## config.mk

```make
export PLATFORM = sky130hd
export DESIGN_NAME = gpic_ctrl
export DESIGN_NICKNAME = d
export VERILOG_FILES = /design/src/rtl/gpic_pkg.sv /design/src/rtl/gpic_regs.sv /design/src/rtl/gpic_group_arb.sv /design/src/rtl/gpic_out_sel.sv /design/src/rtl/gpic_ctrl.sv
export SDC_FILE = /design/constraint.sdc
export NUM_CORES = 1
export LEC_CHECK = 0
export ABC_AREA = 1
export BUFFER_PORTS_ARGS = -buffer_cell sky130_fd_sc_hd__buf_2
export CAP_MARGIN = 10
export CORE_MARGIN = 2
export CORE_UTILIZATION = 35
export CTS_CLUSTER_DIAMETER = 150
export DETAILED_ROUTE_END_ITERATION = 10
export GPL_TIMING_DRIVEN = 1
export SYNTH_ARGS = -nofsm -noshare
export SYNTH_HDL_FRONTEND = slang
export SYNTH_SLANG_ARGS = --single-unit
export TNS_END_PERCENT = 1
```

## constraint.sdc

```tcl
create_clock -name clk -period 5.34 [get_ports clk]
set_input_delay 0.801 -clock clk [delete_from_list [all_inputs] [get_ports clk]]
set_output_delay 0.801 -clock clk [all_outputs]
set_load 0.01 [all_outputs]
```

## src/rtl/gpic_pkg.sv

```systemverilog
package gpic_pkg;
    localparam int SLOTS    = 8;
    localparam int CODE_W   = 3;
    localparam int DATA_W   = 32;
    localparam int SIG_LSB  = 8;
    localparam int MODE_LSB = 16;
    localparam logic [1:0] SIG_HIGH = 2'b01;

    // Bit offset of the code field for ranked position p (1..8).
    function automatic int slot_lsb(input int p);
        return (p <= 3) ? (32 - 3 * p) : (24 - 3 * p);
    endfunction
endpackage

```

## src/rtl/gpic_regs.sv

```systemverilog
module gpic_regs
    import gpic_pkg::*;
#(
    parameter int GRP_N  = 6,
    parameter int MASK_N = 2,
    parameter int ADDR_W = 4
) (
    input  logic                              clk,
    input  logic                              rst_n,
    input  logic [ADDR_W-1:0]                 bus_addr,
    input  logic                              bus_we,
    input  logic [DATA_W-1:0]                 bus_wdata,
    output logic [DATA_W-1:0]                 cfg_q,
    output logic [DATA_W-1:0]                 route_q,
    output logic [MASK_N-1:0][DATA_W-1:0]     mask_q,
    output logic [GRP_N-1:0][DATA_W-1:0]      prio_q
);
    localparam int A_CFG   = 0;
    localparam int A_ROUTE = 1;
    localparam int A_MASK0 = 2;
    localparam int A_PRIO0 = A_MASK0 + MASK_N;

    always_ff @(posedge clk) begin
        if (!rst_n) begin
            cfg_q   <= '0;
            route_q <= '0;
            mask_q  <= '0;
            prio_q  <= '0;
        end else if (bus_we) begin
            if (bus_addr == ADDR_W'(A_CFG))   cfg_q   <= bus_wdata;
            if (bus_addr == ADDR_W'(A_ROUTE)) route_q <= bus_wdata;
            for (int m = 0; m < MASK_N; m++)
                if (bus_addr == ADDR_W'(A_MASK0 + m)) mask_q[m] <= bus_wdata;
            for (int g = 0; g < GRP_N; g++)
                if (bus_addr == ADDR_W'(A_PRIO0 + g)) prio_q[g] <= bus_wdata;
        end
    end
endmodule

```

## src/rtl/gpic_group_arb.sv

```systemverilog
module gpic_group_arb
    import gpic_pkg::*;
(
    input  logic [SLOTS-1:0]  pend,
    input  logic [DATA_W-1:0] prio,
    input  logic [3:0]        route,
    output logic              hi_ok,
    output logic [CODE_W-1:0] hi_code,
    output logic              lo_ok,
    output logic [CODE_W-1:0] lo_code
);
    always_comb begin
        hi_ok   = 1'b0;
        hi_code = '0;
        lo_ok   = 1'b0;
        lo_code = '0;
        // Scan from the lowest rank up so the best position is written last.
        for (int p = SLOTS; p >= 1; p--) begin
            logic [CODE_W-1:0] code;
            logic              to_high;
            code    = prio[slot_lsb(p) +: CODE_W];
            to_high = (p <= 2) && (route[(2 - p) * 2 +: 2] == SIG_HIGH);
            if (pend[code]) begin
                if (to_high) begin
                    hi_ok   = 1'b1;
                    hi_code = code;
                end else begin
                    lo_ok   = 1'b1;
                    lo_code = code;
                end
            end
        end
    end
endmodule

```

## src/rtl/gpic_out_sel.sv

```systemverilog
module gpic_out_sel
    import gpic_pkg::*;
#(
    parameter int GRP_N = 6,
    parameter int SRC_W = 6
) (
    input  logic [GRP_N-1:0]             g_hi_ok,
    input  logic [GRP_N-1:0][CODE_W-1:0] g_hi_code,
    input  logic [GRP_N-1:0]             g_lo_ok,
    input  logic [GRP_N-1:0][CODE_W-1:0] g_lo_code,
    input  logic                         top_pend,
    input  logic                         top_high,
    input  logic [SRC_W-1:0]             top_src,
    output logic [SRC_W-1:0]             hi_src,
    output logic [SRC_W-1:0]             lo_src
);
    always_comb begin
        hi_src = '0;
        lo_src = '0;
        // Highest group index first so group 0 has the final say.
        for (int g = GRP_N - 1; g >= 0; g--) begin
            if (g_hi_ok[g])
                hi_src = SRC_W'(g * SLOTS) + SRC_W'(g_hi_code[g]) + SRC_W'(1);
            if (g_lo_ok[g])
                lo_src = SRC_W'(g * SLOTS) + SRC_W'(g_lo_code[g]) + SRC_W'(1);
        end
        if (top_pend) begin
            if (top_high) hi_src = top_src;
            else          lo_src = top_src;
        end
    end
endmodule

```

## src/rtl/gpic_ctrl.sv

```systemverilog
module gpic_ctrl
    import gpic_pkg::*;
#(
    parameter int GRP_N = 6,
    localparam int NUM_SRC = GRP_N * SLOTS,
    localparam int MASK_N  = (NUM_SRC + 1 + DATA_W - 1) / DATA_W,
    localparam int ADDR_W  = $clog2(4 + MASK_N + GRP_N),
    localparam int SRC_W   = $clog2(NUM_SRC + 1)
) (
    input  logic               clk,
    input  logic               rst_n,
    input  logic [ADDR_W-1:0]  bus_addr,
    input  logic               bus_we,
    input  logic [DATA_W-1:0]  bus_wdata,
    output logic [DATA_W-1:0]  bus_rdata,
    input  logic [NUM_SRC-1:0] irq_in,
    output logic               irq_lo,
    output logic               irq_hi
);
    localparam int A_CFG   = 0;
    localparam int A_ROUTE = 1;
    localparam int A_MASK0 = 2;
    localparam int A_PRIO0 = A_MASK0 + MASK_N;
    localparam int A_VLO   = A_PRIO0 + GRP_N;
    localparam int A_VHI   = A_VLO + 1;

    logic [DATA_W-1:0]             cfg_q, route_q;
    logic [MASK_N-1:0][DATA_W-1:0] mask_q;
    logic [GRP_N-1:0][DATA_W-1:0]  prio_q;
    logic [NUM_SRC-1:0]            pend_src, pend_grp;
    logic [SRC_W-1:0]              top_src, top_idx, lo_src, hi_src, lo_vec_q, hi_vec_q;
    logic [1:0]                    top_sig;
    logic                          top_ok, top_pend;
    logic [GRP_N-1:0]              g_hi_ok, g_lo_ok;
    logic [GRP_N-1:0][CODE_W-1:0]  g_hi_code, g_lo_code;

    gpic_regs #(.GRP_N(GRP_N), .MASK_N(MASK_N), .ADDR_W(ADDR_W)) u_regs (
        .clk(clk), .rst_n(rst_n), .bus_addr(bus_addr), .bus_we(bus_we),
        .bus_wdata(bus_wdata), .cfg_q(cfg_q), .route_q(route_q),
        .mask_q(mask_q), .prio_q(prio_q)
    );

    assign top_src = cfg_q[SRC_W-1:0];
    assign top_sig = cfg_q[SIG_LSB +: 2];
    assign top_ok  = (top_src != '0) && (int'(top_src) <= NUM_SRC);
    assign top_idx = top_src - SRC_W'(1);

    always_comb begin
        for (int i = 0; i < NUM_SRC; i++) begin
            pend_src[i] = irq_in[i] & mask_q[(i + 1) / DATA_W][(i + 1) % DATA_W];
            pend_grp[i] = pend_src[i] & !(top_ok && (int'(top_idx) == i));
        end
        top_pend = top_ok && pend_src[top_idx];
    end

    for (genvar g = 0; g < GRP_N; g++) begin : g_grp
        gpic_group_arb u_arb (
            .pend(pend_grp[g * SLOTS +: SLOTS]), .prio(prio_q[g]),
            .route(route_q[4 * g +: 4]),
            .hi_ok(g_hi_ok[g]), .hi_code(g_hi_code[g]),
            .lo_ok(g_lo_ok[g]), .lo_code(g_lo_code[g])
        );
    end

    gpic_out_sel #(.GRP_N(GRP_N), .SRC_W(SRC_W)) u_sel (
        .g_hi_ok(g_hi_ok), .g_hi_code(g_hi_code),
        .g_lo_ok(g_lo_ok), .g_lo_code(g_lo_code),
        .top_pend(top_pend), .top_high(top_sig == SIG_HIGH), .top_src(top_src),
        .hi_src(hi_src), .lo_src(lo_src)
    );

    always_ff @(posedge clk) begin
        if (!rst_n) begin
            lo_vec_q <= '0;
            hi_vec_q <= '0;
        end else begin
            lo_vec_q <= lo_src;
            hi_vec_q <= hi_src;
        end
    end

    assign irq_lo = (lo_vec_q != '0);
    assign irq_hi = (hi_vec_q != '0);

    always_comb begin
        bus_rdata = '0;
        if (bus_addr == ADDR_W'(A_CFG))   bus_rdata = cfg_q;
        if (bus_addr == ADDR_W'(A_ROUTE)) bus_rdata = route_q;
        for (int m = 0; m < MASK_N; m++)
            if (bus_addr == ADDR_W'(A_MASK0 + m)) bus_rdata = mask_q[m];
        for (int g = 0; g < GRP_N; g++)
            if (bus_addr == ADDR_W'(A_PRIO0 + g)) bus_rdata = prio_q[g];
        if (bus_addr == ADDR_W'(A_VLO)) bus_rdata = {lo_vec_q, {(DATA_W - SRC_W){1'b0}}};
        if (bus_addr == ADDR_W'(A_VHI)) bus_rdata = {hi_vec_q, {(DATA_W - SRC_W){1'b0}}};
    end
endmodule

```

Word level (Yosys, flattened, before mapping):

Cells that the tools add are included.

* bitwise operators: 96
* equality and inequality tests: 71
* reductions and logical operators: 113
* muxes and demuxes: 294
* add/subtract/negate cells: 23
* order comparisons: 50

Operators with widths (count)
* 32-bit 2-to-1 mux: 12
* 3-bit 2-to-1 mux: 84
* 6-bit equality test (second input constant): 32
* 3-bit by 4-bit less-than comparator with 1-bit output (second input constant): 48
* 1-bit binary-select mux with 3-bit select: 48
* 1-bit 2-to-1 mux: 133
* 1-bit bitwise AND: 96
* 6-bit 2-to-1 mux: 16
* 6-bit by 1-bit adder with 6-bit output (second input constant): 10
* 1-bit logical AND: 50
* 6-bit by 5-bit equality test with 1-bit output (second input constant): 8
* 1-bit zero test: 48
* 2-bit by 1-bit equality test with 1-bit output (second input constant): 13
* 5-bit by 3-bit adder with 6-bit output (first input constant): 4
* 6-bit by 3-bit adder with 6-bit output (first input constant): 4
* 6-bit by 4-bit equality test with 1-bit output (second input constant): 4
* 2-bit AND reduction: 10
* 6-bit nonzero test: 3
* 4-bit by 3-bit equality test with 1-bit output (second input constant): 4
* 4-bit equality test (second input constant): 4
* 6-bit by 3-bit equality test with 1-bit output (second input constant): 2
* 4-bit by 3-bit adder with 5-bit output (first input constant): 2
* 3-bit by 1-bit adder with 4-bit output (second input constant): 2
* 4-bit by 2-bit equality test with 1-bit output (second input constant): 2
* other kinds (8): 8

* register bits after elaboration: 332
* bits of input ports: 87
* output and inout port bits: 34

Depth between registers and ports, before layout:

* depth after elaboration: 27
* gate-level depth with buffers: 35
* depth with buffers taken out: 32

Hierarchy:

Synthesis repeated with hierarchy kept, for this count alone.

* cells, all modules: 4283
* area total of the unflattened synthesis: 23777.8 µm²

By module, submodules not included
* gpic_regs: instances 1, area an instance 12399.4 µm², cells an instance 1833
* gpic_group_arb: instances 6, area an instance 964.7 µm², cells an instance 210
* gpic_ctrl: instances 1, area an instance 4594.4 µm², cells an instance 1008
* gpic_out_sel: instances 1, area an instance 996.0 µm², cells an instance 182

Worst setup path after synthesis:

OpenSTA, ideal clock, no wires.

* kind: register to register
* from: register u_regs.cfg_q[0]
* to: register hi_vec_q[2]
* library setup time: 0.122 ns
* buffers on the path: 4
* cell stages (with the launch flop): 30
* clock period less this slack: 3.973 ns
* required time: 5.218 ns
* slack: 1.367 ns
* arrival: 3.851 ns
* path through: dfxtp_1 > buf_4 > inv_1 > buf_2 > buf_1 > ha_1 > nand2_1 > o21ai_2 > nand2_4 > nor2_8 > buf_6 > nand2_1 > nand2_1 > inv_2 > o21ai_0 > a21oi_1 > o21ai_1 > nand2_1 > nand2_1 > o21ai_1 > o21ai_0 > inv_1 > ha_1 > ha_1 > a21oi_1 > a21oi_1 > nor2_1 > nand2_1 > o211ai_1 > a21oi_1

* cells in the longest elaborated chain, start to end: 20

Ends and longest elaborated chain
* start: declaration: RTL line gpic_regs.sv:13 `output logic [DATA_W-1:0] cfg_q,`
* start signal: assignment: RTL line gpic_regs.sv:30 `if (bus_addr == ADDR_W'(A_CFG)) cfg_q <= bus_wdata;`
* 6-bit by 1-bit subtractor with 6-bit output (tied with other cells): RTL line gpic_ctrl.sv:46 `assign top_idx = top_src - SRC_W'(1);`
* 6-bit equality test / 1-bit logical AND (equally long branches): RTL line gpic_ctrl.sv:51, gpic_ctrl.sv:45
* 1-bit logical AND: RTL line gpic_ctrl.sv:51 `pend_grp[i] = pend_src[i] & !(top_ok && (int'(top_idx) == i));`
* 1-bit zero test: RTL line gpic_ctrl.sv:51
* 1-bit bitwise AND: RTL line gpic_ctrl.sv:51
* 1-bit binary-select mux with 3-bit select: RTL line gpic_group_arb.sv:23 `if (pend[code]) begin`
* 1-bit 2-to-1 mux (not written as such): RTL line gpic_group_arb.sv:23
* 3-bit 2-to-1 mux: RTL line gpic_group_arb.sv:23
* 3-bit 2-to-1 mux: RTL line gpic_group_arb.sv:24 `if (to_high) begin`
* 3-bit 2-to-1 mux: RTL line gpic_group_arb.sv:23
* 6-bit by 3-bit adder with 6-bit output: RTL line gpic_out_sel.sv:23 `hi_src = SRC_W'(g * SLOTS) + SRC_W'(g_hi_code[g]) + SRC_W'(1);`
* 6-bit by 1-bit adder with 6-bit output: RTL line gpic_out_sel.sv:23
* 6-bit 2-to-1 mux (6 in series): RTL line gpic_out_sel.sv:22 `if (g_hi_ok[g])`
* 6-bit 2-to-1 mux: RTL line gpic_out_sel.sv:28 `if (top_high) hi_src = top_src;`
* 6-bit 2-to-1 mux *: RTL line gpic_out_sel.sv:27 `if (top_pend) begin`
* end signal: assignment: RTL line gpic_ctrl.sv:78 `hi_vec_q <= hi_src;`
* end: declaration: RTL line gpic_ctrl.sv:31 `logic [SRC_W-1:0] top_src, top_idx, lo_src, hi_src, lo_vec_q, hi_vec_q;`

Mark *: on every way between the ends. The rest lies on a longest branch, timed or not. The select of a mux whose other input is x is not followed.
A chain may end at the register's enable or synchronous reset.

Final worst setup path:

* from: input bus_addr[0]
* to: output bus_rdata[10]

* cells in the longest elaborated chain, start to end: 13

Ends and longest elaborated chain
* start: declaration: RTL line gpic_ctrl.sv:12 `input logic [ADDR_W-1:0] bus_addr,`
* 4-bit zero test: RTL line gpic_ctrl.sv:87 `if (bus_addr == ADDR_W'(A_CFG)) bus_rdata = cfg_q;`
* 32-bit 2-to-1 mux: RTL line gpic_ctrl.sv:87
* 32-bit 2-to-1 mux: RTL line gpic_ctrl.sv:88 `if (bus_addr == ADDR_W'(A_ROUTE)) bus_rdata = route_q;`
* 32-bit 2-to-1 mux (2 in series): RTL line gpic_ctrl.sv:90 `if (bus_addr == ADDR_W'(A_MASK0 + m)) bus_rdata = mask_q[m];`
* 32-bit 2-to-1 mux (6 in series): RTL line gpic_ctrl.sv:92 `if (bus_addr == ADDR_W'(A_PRIO0 + g)) bus_rdata = prio_q[g];`
* 32-bit 2-to-1 mux: RTL line gpic_ctrl.sv:93 `if (bus_addr == ADDR_W'(A_VLO)) bus_rdata = {lo_vec_q, {(DATA_W - SRC_W){1'b0}}};`
* 32-bit 2-to-1 mux *: RTL line gpic_ctrl.sv:94 `if (bus_addr == ADDR_W'(A_VHI)) bus_rdata = {hi_vec_q, {(DATA_W - SRC_W){1'b0}}};`
* end: declaration: RTL line gpic_ctrl.sv:15 `output logic [DATA_W-1:0] bus_rdata,`

Mark *: on every way between the ends. The rest lies on a longest branch, timed or not.

==> results by group <==
Status
  – Outcome: finished clean

Clock tree
  – CTS tree: built
  – TritonCTS buffer count: 41
  – Post-CTS Hold Buffers: 0
  – Clock sink count: 332
  – CTS resizes: 0
  – Worst skew pair latency: 610 ps
  – Post-CTS setup buffer count: 0
  – Clock-pin slew on the worst setup and hold paths: 60 ps
  – CTS H-tree lvls: 2
  – Root Buffer: clkbuf_16
  – CTS max path bufs: 3

Global route
  – Remaining global-route overflow: 0
  – Vias in the first global route: 22300
  – Tot GR Track Use: 32.0%
  – First-pass GRT wire length: 150000 um
  – Largest net degree at the start of global routing: 136
  – Initial antenna violation count: 8

Final layout
  – # fillers: 6566
  – Final instance area: approximately 0.024 sq mm
  – Most common cell after layout, fill and taps aside: nand2_1
  – Share of cells above drive strength 1: 9.74%
  – Final core occ: 39.7%
  – Finished Layout Cells: 4298
  – Nets: 3588
  – Area delta synth->final: 12.2%
  – Commonest cells after routing, fill and taps aside: nand2_1, a21oi_1, o21ai_0

Routing
  – Wire per inst: 24.1 um
  – Detail Route Antenna Nets: 0
  – Initial DRC Count: between 3000 and 4000
  – Via count: 24900
  – Total Wirelength: 104000 um
  – DRC Markers: 0
  – DRT Pass-1 Iters: 6
  – Vias per inst: 5.78

Synth
  – Ys flop type: dfxtp_1
  – Synthesized area per cell: 6.18 sq um
  – Post-synth EDFFs: 0
  – Sequential fraction of the synthesis area: between 30 and 40%
  – Unique masters post-synth: 57
  – Asr flop ratio synth: 0%
  – FF+latch count, synth: 332
  – Post-Synthesis Cell Area: approximately 0.021 sq mm
  – Net Count, Synth: 3576
  – Synth warnings: 0
  – Post-Synthesis Cells: 3466

STA
  – Final hold vios: 0
  – Hold slack: approximately 450 ps
  – Setup_tns: 0 ps
  – Clock skew: 36.8 ps
  – Final Cycle Share: approximately nine tenths
  – RSZ-0062 raised after global routing: no
  – Slew @ Worst Pin: 1120 ps
  – Min cycle time layout: slightly below 5000 ps
  – Finish-stage setup viols: 0
  – Fmax: roughly 200 MHz
  – Relative slew slack: about a quarter
  – Slew Limit Fails: 0

Critical path
  – CP arrival: 4100 ps
  – CP Class: in -> out
  – WP data required: 4540 ps
  – CP Capture Type: output port
  – CP Max Fanout: 23
  – Setup crit start kind: input port
  – CP max stage delay: ~940 ps
  – Slowest cell on crit path: a2111oi_0
  – CP Cell Sequence: buf_2, inv_1, nor2_1, inv_1, nor2_1, inv_1, buf_4, o22ai_1, a21oi_1, o21ai_0, a2111oi_0, buf_4, o21ai_0, o22ai_1, inv_1, buf_2
  – Most used cell, CP: inv_1

Floorplan
  – Die Ht: between 200 and 300 um
  – Die width: 251 um
  – Num rows: 90
  – Die area: 0.0632 sq mm
  – Initial Util: 35.4%
  – IO Pins: 121
  – Core area: 0.0605 sq mm

Placement
  – Final GP Congestion: 1.06
  – Port Buf Inserts: 120
  – DP HPWL: around 76000 um
  – Dpl cells: 4217
  – Post-DP Area: 0.0226 sq mm

Power
  – Peak VDD IR: around 0.23 mV
  – P_leak: roughly 9.7 nW
  – P per Cell Area: 266 mW/mm^2

Min path
  – HP Class: reg -> reg

Flow run
  – Max-Cap Viols: 0
-- metrics by stage --
| step | setup WS, ps | power [W] |
|---|---|---|
| 2_1_floorplan | 1370 | 0.00313 |
| 6_report | 440 | 0.00639 |
| 5_1_grt | 450 | 0.00657 |
| 3_5_place_dp | 664 | 0.00345 |
| 4_1_cts | 655 | 0.00638 |
| 3_3_place_gp | 603 | 0.00345 |
-- worst max-delay path, delay by kind of cell --
family | cells | cell delay (ps)
AO/OA/AOI/OAI | 6 | 1660
buffers and inverters | 8 | 1430
AND/OR/NAND/NOR | 2 | 200
-- power by group --
group	switching [W]	total (W)	internal, W
Combinational	0.000613	0.000838	0.000225
Sequential	0.0000538	0.00259	0.00254
Clock	0.00124	0.00297	0.00173
-- sequential cells by signal, indices dropped and copies added, names as in the netlist --
register,count
hi_vec_q,6
u_regs.route_q,32
lo_vec_q,6
u_regs.prio_q,192
u_regs.mask_q,64
u_regs.cfg_q,32
-- logic make-up after synthesis --
| group | share of synthesized area (%) |
|---|---|
| AND/OR/NAND/NOR | 23.0 |
| flip-flops | 31.0 |
| XOR/XNOR | 0.0818 |
| adder cells (fa/ha/maj) | 1.34 |
| AO/OA/AOI/OAI | 33.1 |
| buffers and inverters | 11.5 |
-- layout make-up --
type / instances / area [sq um] / area share [%]
diodes: 6 / 15.0 / 0.0625
clock buffers: 57 / 1160 / 4.81
clock inverters: 18 / 248 / 1.03
inverters: 453 / 1700 / 7.09
multi-input cells: 2490 / 12300 / 51.4
flip-flops and latches: 332 / 6650 / 27.7
well taps: 782 / 978 / 4.07
repair buffers: 160 / 935 / 3.89
-- cells in the mapped netlist (29+ instances only) --
library cell	count	area, sq um
dfxtp_1	332	6650
inv_1	418	1570
inv_2	29	109
nand2_1	671	2520
nor2_1	203	762
o21ai_0	477	2390
clkbuf_1	164	616
o21ai_1	67	335
o211ai_1	60	450
a21oi_1	558	2790
o22ai_1	57	357
nand3_1	203	1020
-- path summary, 6_finish.rpt --
check                    start           endpoint  slack, ps  depth (start not counted)
max                bus_addr[0]      bus_rdata[10]        440                         16
min          u_regs.prio_q[53]  u_regs.prio_q[53]        450                          2
max reg2reg    u_regs.cfg_q[1]        hi_vec_q[2]        890                         27
min reg2reg  u_regs.prio_q[53]  u_regs.prio_q[53]        450                          2
-- metal layers --
layer / wire, um / vias up / GRT usage [%] / share of wire (%)
met4: 4760 / 0 / 13.9 / 4.6
li1: - / 11700 / - / -
met3: 11900 / 219 / 6.45 / 12
met2: 43800 / 1400 / 47.7 / 42
met5: 0 / - / 0 / 0
met1: 43000 / 11500 / 44.4 / 42
Power figures use the tool's default switching activity.
